--- src/rtl/rank_pwr_pkg.sv ---
`timescale 1ns/1ps
package rank_pwr_pkg;

  typedef enum logic [2:0] {
    ST_RESET, ST_XPR, ST_IDLE, ST_SRE_CLK,
    ST_SELF, ST_SRX_CLK, ST_SRX, ST_CAL
  } seq_state_e;

  localparam int REQ_RST = 0;
  localparam int REQ_SRE = 1;
  localparam int REQ_SRX = 2;
  localparam int REQ_ZQL = 3;
  localparam int REQ_ZQS = 4;
  localparam int NUM_REQ = 5;

  function automatic int imax(input int a, input int b);
    return (a > b) ? a : b;
  endfunction

  function automatic int cdiv(input int num, input int den);
    return (num + den - 1) / den;
  endfunction

  // larger of a clock floor and a time span rounded up to clocks
  function automatic int span_ck(input int ps, input int clk_ps, input int floor_ck);
    return imax(floor_ck, cdiv(ps, clk_ps));
  endfunction

endpackage

--- src/rtl/rank_pwr_timer.sv ---
`timescale 1ns/1ps
module rank_pwr_timer #(
  parameter int W = 8
) (
  input  logic         clk,
  input  logic         rst_n,
  input  logic         load,
  input  logic [W-1:0] load_val,
  output logic         expired
);
  logic [W-1:0] cnt_q;

  always_ff @(posedge clk) begin
    if (!rst_n)             cnt_q <= '0;
    else if (load)          cnt_q <= load_val;
    else if (cnt_q != '0)   cnt_q <= cnt_q - W'(1);
  end

  assign expired = (cnt_q == '0);
endmodule

--- src/rtl/rank_pwr_hold.sv ---
`timescale 1ns/1ps
module rank_pwr_hold #(
  parameter int N = 5
) (
  input  logic         clk,
  input  logic         rst_n,
  input  logic [N-1:0] req,
  input  logic [N-1:0] keep,
  input  logic [N-1:0] take,
  output logic [N-1:0] live
);
  for (genvar i = 0; i < N; i++) begin : g_slot
    logic pend_q;
    always_ff @(posedge clk) begin
      if (!rst_n) pend_q <= 1'b0;
      else        pend_q <= (pend_q | req[i]) & keep[i] & ~take[i];
    end
    assign live[i] = pend_q | req[i];
  end
endmodule

--- src/rtl/rank_pwr_seq.sv ---
`timescale 1ns/1ps
module rank_pwr_seq
  import rank_pwr_pkg::*;
#(
  parameter int CLK_PS      = 1500,
  parameter int TRFC_PS     = 110000,
  parameter int TCKE_MIN_CK = 4,
  parameter int DLL_LOCK_CK = 512,
  parameter int ZQ_INIT_CK  = 512,
  parameter int ZQ_LONG_CK  = 256,
  parameter int ZQ_SHORT_CK = 64
) (
  input  logic clk,
  input  logic rst_n,
  input  logic rst_exit_req,
  input  logic sr_enter_req,
  input  logic sr_exit_req,
  input  logic zq_long_req,
  input  logic zq_short_req,
  output logic cke,
  output logic clk_stop_ok,
  output logic rdy_nodll,
  output logic rdy_dll,
  output logic cal_rdy
);
  localparam int XS_CK    = span_ck(TRFC_PS + 10000, CLK_PS, 5);
  localparam int CKVAL_CK = span_ck(10000, CLK_PS, 5);
  localparam int CKESR_CK = TCKE_MIN_CK + 1;
  localparam int MAX_CK   = imax(imax(XS_CK, CKVAL_CK),
                                 imax(ZQ_INIT_CK, imax(ZQ_LONG_CK, ZQ_SHORT_CK)));
  localparam int TW = $clog2(MAX_CK + 1);
  localparam int DW = $clog2(DLL_LOCK_CK + 1);
  localparam int LW = $clog2(CKESR_CK + 1);

  seq_state_e state_q, state_d;
  logic [NUM_REQ-1:0] req_vec, keep, take, live;
  logic          tmr_load, tmr_done, dll_load, dll_done;
  logic [TW-1:0] tmr_val;
  logic [LW-1:0] low_q;
  logic          zq_first_q;

  // named internal events, observed by the checker
  logic acc_rst, acc_sre, acc_srx, acc_zql, acc_zqs;
  logic idle_go, low_met, cke_on, cke_up;

  assign req_vec[REQ_RST] = rst_exit_req;
  assign req_vec[REQ_SRE] = sr_enter_req;
  assign req_vec[REQ_SRX] = sr_exit_req;
  assign req_vec[REQ_ZQL] = zq_long_req;
  assign req_vec[REQ_ZQS] = zq_short_req;

  assign cke_on  = (state_q == ST_XPR) || (state_q == ST_IDLE) ||
                   (state_q == ST_SRX) || (state_q == ST_CAL);
  assign idle_go = (state_q == ST_IDLE) && dll_done;
  assign low_met = (32'(low_q) >= CKESR_CK);

  assign acc_rst = (state_q == ST_RESET) && live[REQ_RST];
  assign acc_zql = idle_go && live[REQ_ZQL];
  assign acc_zqs = idle_go && !live[REQ_ZQL] && live[REQ_ZQS];
  assign acc_sre = idle_go && !live[REQ_ZQL] && !live[REQ_ZQS] && live[REQ_SRE];
  assign acc_srx = (state_q == ST_SELF) && low_met && live[REQ_SRX];
  assign cke_up  = (state_q == ST_SRX_CLK) && tmr_done;

  assign keep[REQ_RST] = (state_q == ST_RESET);
  assign keep[REQ_SRE] = cke_on;
  assign keep[REQ_ZQL] = cke_on;
  assign keep[REQ_ZQS] = cke_on;
  assign keep[REQ_SRX] = (state_q == ST_SRE_CLK) || (state_q == ST_SELF);

  assign take[REQ_RST] = acc_rst;
  assign take[REQ_SRE] = acc_sre;
  assign take[REQ_SRX] = acc_srx;
  assign take[REQ_ZQL] = acc_zql;
  assign take[REQ_ZQS] = acc_zqs;

  rank_pwr_hold #(.N(NUM_REQ)) u_hold (
    .clk(clk), .rst_n(rst_n), .req(req_vec), .keep(keep), .take(take), .live(live)
  );

  rank_pwr_timer #(.W(TW)) u_tmr (
    .clk(clk), .rst_n(rst_n), .load(tmr_load), .load_val(tmr_val), .expired(tmr_done)
  );

  assign dll_load = cke_up;
  rank_pwr_timer #(.W(DW)) u_dll (
    .clk(clk), .rst_n(rst_n), .load(dll_load), .load_val(DW'(DLL_LOCK_CK)),
    .expired(dll_done)
  );

  always_comb begin
    state_d  = state_q;
    tmr_load = 1'b0;
    tmr_val  = '0;
    unique case (state_q)
      ST_RESET: if (acc_rst) begin
        state_d = ST_XPR; tmr_load = 1'b1; tmr_val = TW'(XS_CK - 1);
      end
      ST_XPR:     if (tmr_done) state_d = ST_IDLE;
      ST_IDLE: begin
        if (acc_zql) begin
          state_d  = ST_CAL; tmr_load = 1'b1;
          tmr_val  = zq_first_q ? TW'(ZQ_INIT_CK - 1) : TW'(ZQ_LONG_CK - 1);
        end else if (acc_zqs) begin
          state_d = ST_CAL; tmr_load = 1'b1; tmr_val = TW'(ZQ_SHORT_CK - 1);
        end else if (acc_sre) begin
          state_d = ST_SRE_CLK; tmr_load = 1'b1; tmr_val = TW'(CKVAL_CK - 1);
        end
      end
      ST_SRE_CLK: if (tmr_done) state_d = ST_SELF;
      ST_SELF: if (acc_srx) begin
        state_d = ST_SRX_CLK; tmr_load = 1'b1; tmr_val = TW'(CKVAL_CK - 1);
      end
      ST_SRX_CLK: if (tmr_done) begin
        state_d = ST_SRX; tmr_load = 1'b1; tmr_val = TW'(XS_CK - 1);
      end
      ST_SRX:     if (tmr_done) state_d = ST_IDLE;
      ST_CAL:     if (tmr_done) state_d = ST_IDLE;
      default:    state_d = ST_RESET;
    endcase
  end

  always_ff @(posedge clk) begin
    if (!rst_n) begin
      state_q    <= ST_RESET;
      low_q      <= '0;
      zq_first_q <= 1'b0;
    end else begin
      state_q <= state_d;
      if (acc_sre)
        low_q <= '0;
      else if (((state_q == ST_SRE_CLK) || (state_q == ST_SELF)) && !low_met)
        low_q <= low_q + LW'(1);
      if (acc_rst)      zq_first_q <= 1'b1;
      else if (acc_zql) zq_first_q <= 1'b0;
    end
  end

  assign cke         = cke_on;
  assign clk_stop_ok = (state_q == ST_SELF);
  assign rdy_nodll   = (state_q == ST_IDLE);
  assign rdy_dll     = (state_q == ST_IDLE) && dll_done;
  assign cal_rdy     = (state_q != ST_CAL);
endmodule

--- config.mk ---
export PLATFORM = sky130hd
export DESIGN_NAME = rank_pwr_seq
export DESIGN_NICKNAME = d
export VERILOG_FILES = /design/src/rtl/rank_pwr_pkg.sv /design/src/rtl/rank_pwr_timer.sv /design/src/rtl/rank_pwr_hold.sv /design/src/rtl/rank_pwr_seq.sv
export SDC_FILE = /design/constraint.sdc
export NUM_CORES = 1
export LEC_CHECK = 0
export BUFFER_PORTS_ARGS = -buffer_cell sky130_fd_sc_hd__buf_2
export CAP_MARGIN = 20
export CORE_MARGIN = 3
export CORE_UTILIZATION = 25
export DETAILED_ROUTE_END_ITERATION = 8
export SLEW_MARGIN = 20
export SYNTH_ARGS = -nofsm -noshare
export SYNTH_HDL_FRONTEND = slang
export SYNTH_SLANG_ARGS = --single-unit
--- constraint.sdc ---
create_clock -name clk -period 3.5 [get_ports clk]
set_clock_uncertainty 0.1 [all_clocks]
set_input_delay 0.175 -clock clk [delete_from_list [all_inputs] [get_ports clk]]
set_output_delay 0.175 -clock clk [all_outputs]
set_load 0.1 [all_outputs]
==> flow_results.xml <==
<?xml version="1.0" encoding="UTF-8"?>
<metrics>
  <group name="outcome">
    <metric name="run_status" unit="">complete, no violations</metric>
  </group>
  <group name="synthesis">
    <metric name="yosys.cell_types.count" unit="">50</metric>
    <metric name="synth.yosys.seq_area_share" unit="%">36.4</metric>
    <metric name="synthesis.area_per_instance" unit="µm²">8.51</metric>
    <metric name="postSynthCellCount" unit="">200</metric>
    <metric name="postSynthRegisterBits" unit="">31</metric>
    <metric name="synth_nets" unit="">212</metric>
    <metric name="netlist_area" unit="µm²">1700</metric>
    <metric name="yosys_warnings" unit="">0</metric>
  </group>
  <group name="global_route">
    <metric name="antenna_found_initial" unit="">0</metric>
    <metric name="grt_pass1_vias" unit="">1344</metric>
    <metric name="maximum_number_of_pins_on_one_net_before_global_route_repair" unit="">13</metric>
    <metric name="grt_pass1_wl" unit="µm">6160</metric>
    <metric name="global_route.usage.total" unit="%">9.97</metric>
    <metric name="globalRouteOverflowTotal" unit="">0</metric>
  </group>
  <group name="critical_path">
    <metric name="crit_path_top_delay_cell" unit="">dfxtp_1</metric>
    <metric name="crit_start_category" unit="">flop</metric>
    <metric name="path_cells" unit="">or3b_1, inv_2, nand4_2, inv_2, buf_2</metric>
    <metric name="max_stage_delay" unit="ns">0.56</metric>
    <metric name="arrival" unit="ns">2.15</metric>
    <metric name="crit_required" unit="ns">3.22</metric>
    <metric name="crit_fanout" unit="">12</metric>
    <metric name="critical_path_endpoint_category" unit="">output port</metric>
    <metric name="setup.worst_path.class" unit="">flop to output port</metric>
    <metric name="cpMostUsedCell" unit="">inv_2</metric>
  </group>
  <group name="route">
    <metric name="routed-via-count" unit="">1412</metric>
    <metric name="detail_route.iter0.violations" unit="">84</metric>
    <metric name="drt_pass1_iterations" unit="">4</metric>
    <metric name="vias_per_cell" unit="">4.85</metric>
    <metric name="routedWlPerCell" unit="µm">12.1</metric>
    <metric name="wirelength" unit="µm">3510</metric>
    <metric name="drt.antenna.violating_nets" unit="">0</metric>
    <metric name="detail_route.drc_violations" unit="">0</metric>
  </group>
  <group name="cts">
    <metric name="clock_tree_from_tritoncts" unit="">yes</metric>
    <metric name="postCtsSetupRepairBufs" unit="">0</metric>
    <metric name="clock_tree.htree_level_count" unit="">2</metric>
    <metric name="post_cts.resized_instances" unit="">0</metric>
    <metric name="clkSinkCount" unit="">31</metric>
    <metric name="cts.root.buffer_cell" unit="">clkbuf_8</metric>
    <metric name="clock_buffer_count_from_cts" unit="">5</metric>
    <metric name="cts.clk_slew.worst_paths" unit="ns">0.07</metric>
    <metric name="cts-hold-fix-buffers" unit="">0</metric>
    <metric name="clk-insertion-delay-late" unit="ns">0.29</metric>
    <metric name="cts-root-to-sink-buffers" unit="">2</metric>
  </group>
  <group name="cells_and_area">
    <metric name="finalInstanceArea" unit="µm²">1940</metric>
    <metric name="layout.cells.most_common" unit="">dfxtp_1</metric>
    <metric name="final.fill_count" unit="">699</metric>
    <metric name="n_antenna_cell" unit="">0</metric>
    <metric name="layout-drive-gt1-share" unit="%">17.8</metric>
    <metric name="layout.cells.most_common_list" unit="">dfxtp_1, nor2_1, nand2_1, a21oi_1, buf_2</metric>
    <metric name="nNetsFinal" unit="">225</metric>
    <metric name="flow.area_growth_from_synthesis" unit="%">14.1</metric>
  </group>
  <group name="placed_design">
    <metric name="buffer_ports.inserted" unit="">11</metric>
    <metric name="finalWeightedCongestion" unit="">0.804</metric>
    <metric name="dp.final_hpwl" unit="µm">2630</metric>
    <metric name="post_dp_cell_area" unit="µm²">1830</metric>
  </group>
  <group name="sta">
    <metric name="tightestPinTransition" unit="ns">0.655</metric>
    <metric name="fin_tns_setup" unit="ns">0</metric>
    <metric name="timing.final.crit_period" unit="ns">2.43</metric>
    <metric name="setup-violations-final" unit="">0</metric>
    <metric name="rsz0062_at_grt" unit="">no</metric>
    <metric name="drv_slew" unit="">0</metric>
    <metric name="hold_viol_final" unit="">0</metric>
    <metric name="slew_headroom" unit="%">56.0</metric>
    <metric name="final.period_utilization" unit="%">69.3</metric>
    <metric name="clock.fmax" unit="MHz">412</metric>
  </group>
  <group name="die">
    <metric name="die_height" unit="µm">88.5</metric>
    <metric name="floorplan.rows" unit="">29</metric>
    <metric name="initial_utilization" unit="%">26.4</metric>
    <metric name="die_width" unit="µm">88.5</metric>
    <metric name="placeableCoreArea" unit="µm²">6460</metric>
    <metric name="floorplan.die_area" unit="µm²">7840</metric>
    <metric name="num_ports" unit="">12</metric>
  </group>
  <group name="pwr">
    <metric name="design_power_total" unit="µW">1950</metric>
    <metric name="p_leak" unit="µW">0.000783</metric>
    <metric name="max-vdd-ir-drop" unit="µV">343</metric>
    <metric name="power.density_cell_area" unit="nW/µm²">1010</metric>
  </group>
  <group name="min_path">
    <metric name="worstHoldPathType" unit="">input port to flop</metric>
  </group>
  <group name="run">
    <metric name="maxCapViolations" unit="">0</metric>
  </group>
</metrics>
## worst max-delay path: cells and delay by family, from the launching register on
kind	cells	cell delay [ns]
flip-flops	1	0.56
AND/OR/NAND/NOR	2	0.58
buffers and inverters	3	0.73
## cell type report
class	count	area (µm²)	area share [%]
Timing Repair Buffer	11	55.1	2.83
Clock buffer	6	82.6	4.25
Clock inverter	2	35.0	1.80
Inverter	11	41.3	2.12
Sequential cell	31	621	31.9
Multi-Input combinational cell	153	1010	52.1
Tap cell	77	96.3	4.96
## report_power, final
group	internal (µW)	total (µW)	switching [µW]	leakage (µW)
Clock	230	370	140	0.0000612
Sequential	481	636	155	0.000255
Combinational	379	948	569	0.000467
## per-stage QoR
stage	setup WS (ns)	util, %	cells	hold WS (ns)
floorplan	0.662	-	200	0.257
global placement	1.31	28.3	283	0.365
detailed placement	1.30	28.3	283	0.380
CTS	1.06	30.1	291	0.0917
global route	0.913	30.1	291	0.101
finish	1.07	30.1	291	0.0920
## flip-flops by register name (all words and copies together), names as in the netlist
register              flops
low_q                     3
state_q                   3
u_dll.cnt_q              10
u_hold.g_slot.pend_q      4
u_tmr.cnt_q              10
zq_first_q                1
## logic make-up after synthesis
| family | count (synthesis) | share of synthesized area [%] |
|---|---|---|
| AOI/OAI and AO/OA | 39 | 15.2 |
| and+or+nand+nor | 93 | 32.0 |
| xor gates and xnor gates | 12 | 6.17 |
| buffers and inverters | 16 | 4.11 |
| muxes | 4 | 2.42 |
| DFF | 31 | 36.4 |
| adders and majority gates | 5 | 3.67 |
## final timing paths
path | slack [ns] | startpoint | to | depth (start not counted)
setup / recovery | 1.07 | state_q[1] | rdy_dll | 5
hold / removal | 0.09 | zq_short_req | u_hold.g_slot[4].pend_q | 3
setup reg to reg | 1.28 | u_tmr.cnt_q[0] | state_q[1] | 6
hold reg to reg | 0.39 | u_dll.cnt_q[7] | u_dll.cnt_q[7] | 2
## cell usage after synthesis, drive strengths merged
cell     instances  area share [%]
buf              4             1.5
or3              3             1.4
a211oi           4             1.8
nand2b           1            0.37
dfxtp           31              36
or3b             3             1.5
ha               5             3.7
o31a             1            0.51
nand3            7             2.1
nor4             3             1.5
clkbuf           1            0.22
o211ai           1            0.44
mux2             1            0.66
a32oi            1            0.51
a31o             1             1.0
a2111oi          1            0.51
or4              3             1.5
a31oi            4             1.5
o22ai            1            0.37
nand4            1            0.73
o21ai            5             1.5
nor3b            1            0.73
nor4b            1            0.88
nand2           20             4.6
mux2i            3             1.8
nor2            25             5.7
a21oi           14             4.3
xor2             7             3.6
nand4bb          1            0.66
or4b             2             1.2
or2              3             1.1
inv             11             2.4
o41ai            2             1.0
nor2b            2            0.73
o21a             2            0.88
o31ai            2            0.88
and3             2            0.73
nand3b           6             2.6
nor3             9             4.0
xnor2            5             2.6
## layer usage
| metal | vias to the layer above | part of all wire [%] | global-route usage [%] |
|---|---|---|---|
| met1 | 652 | 50 | 13.1 |
| li1 | 737 | - | - |
| met5 | - | 0 | 0 |
| met3 | 4 | 3.9 | 3.17 |
| met4 | 0 | 0.48 | 3.16 |
| met2 | 19 | 45 | 15.5 |
Note: power is estimated with default switching activity, not from simulation.
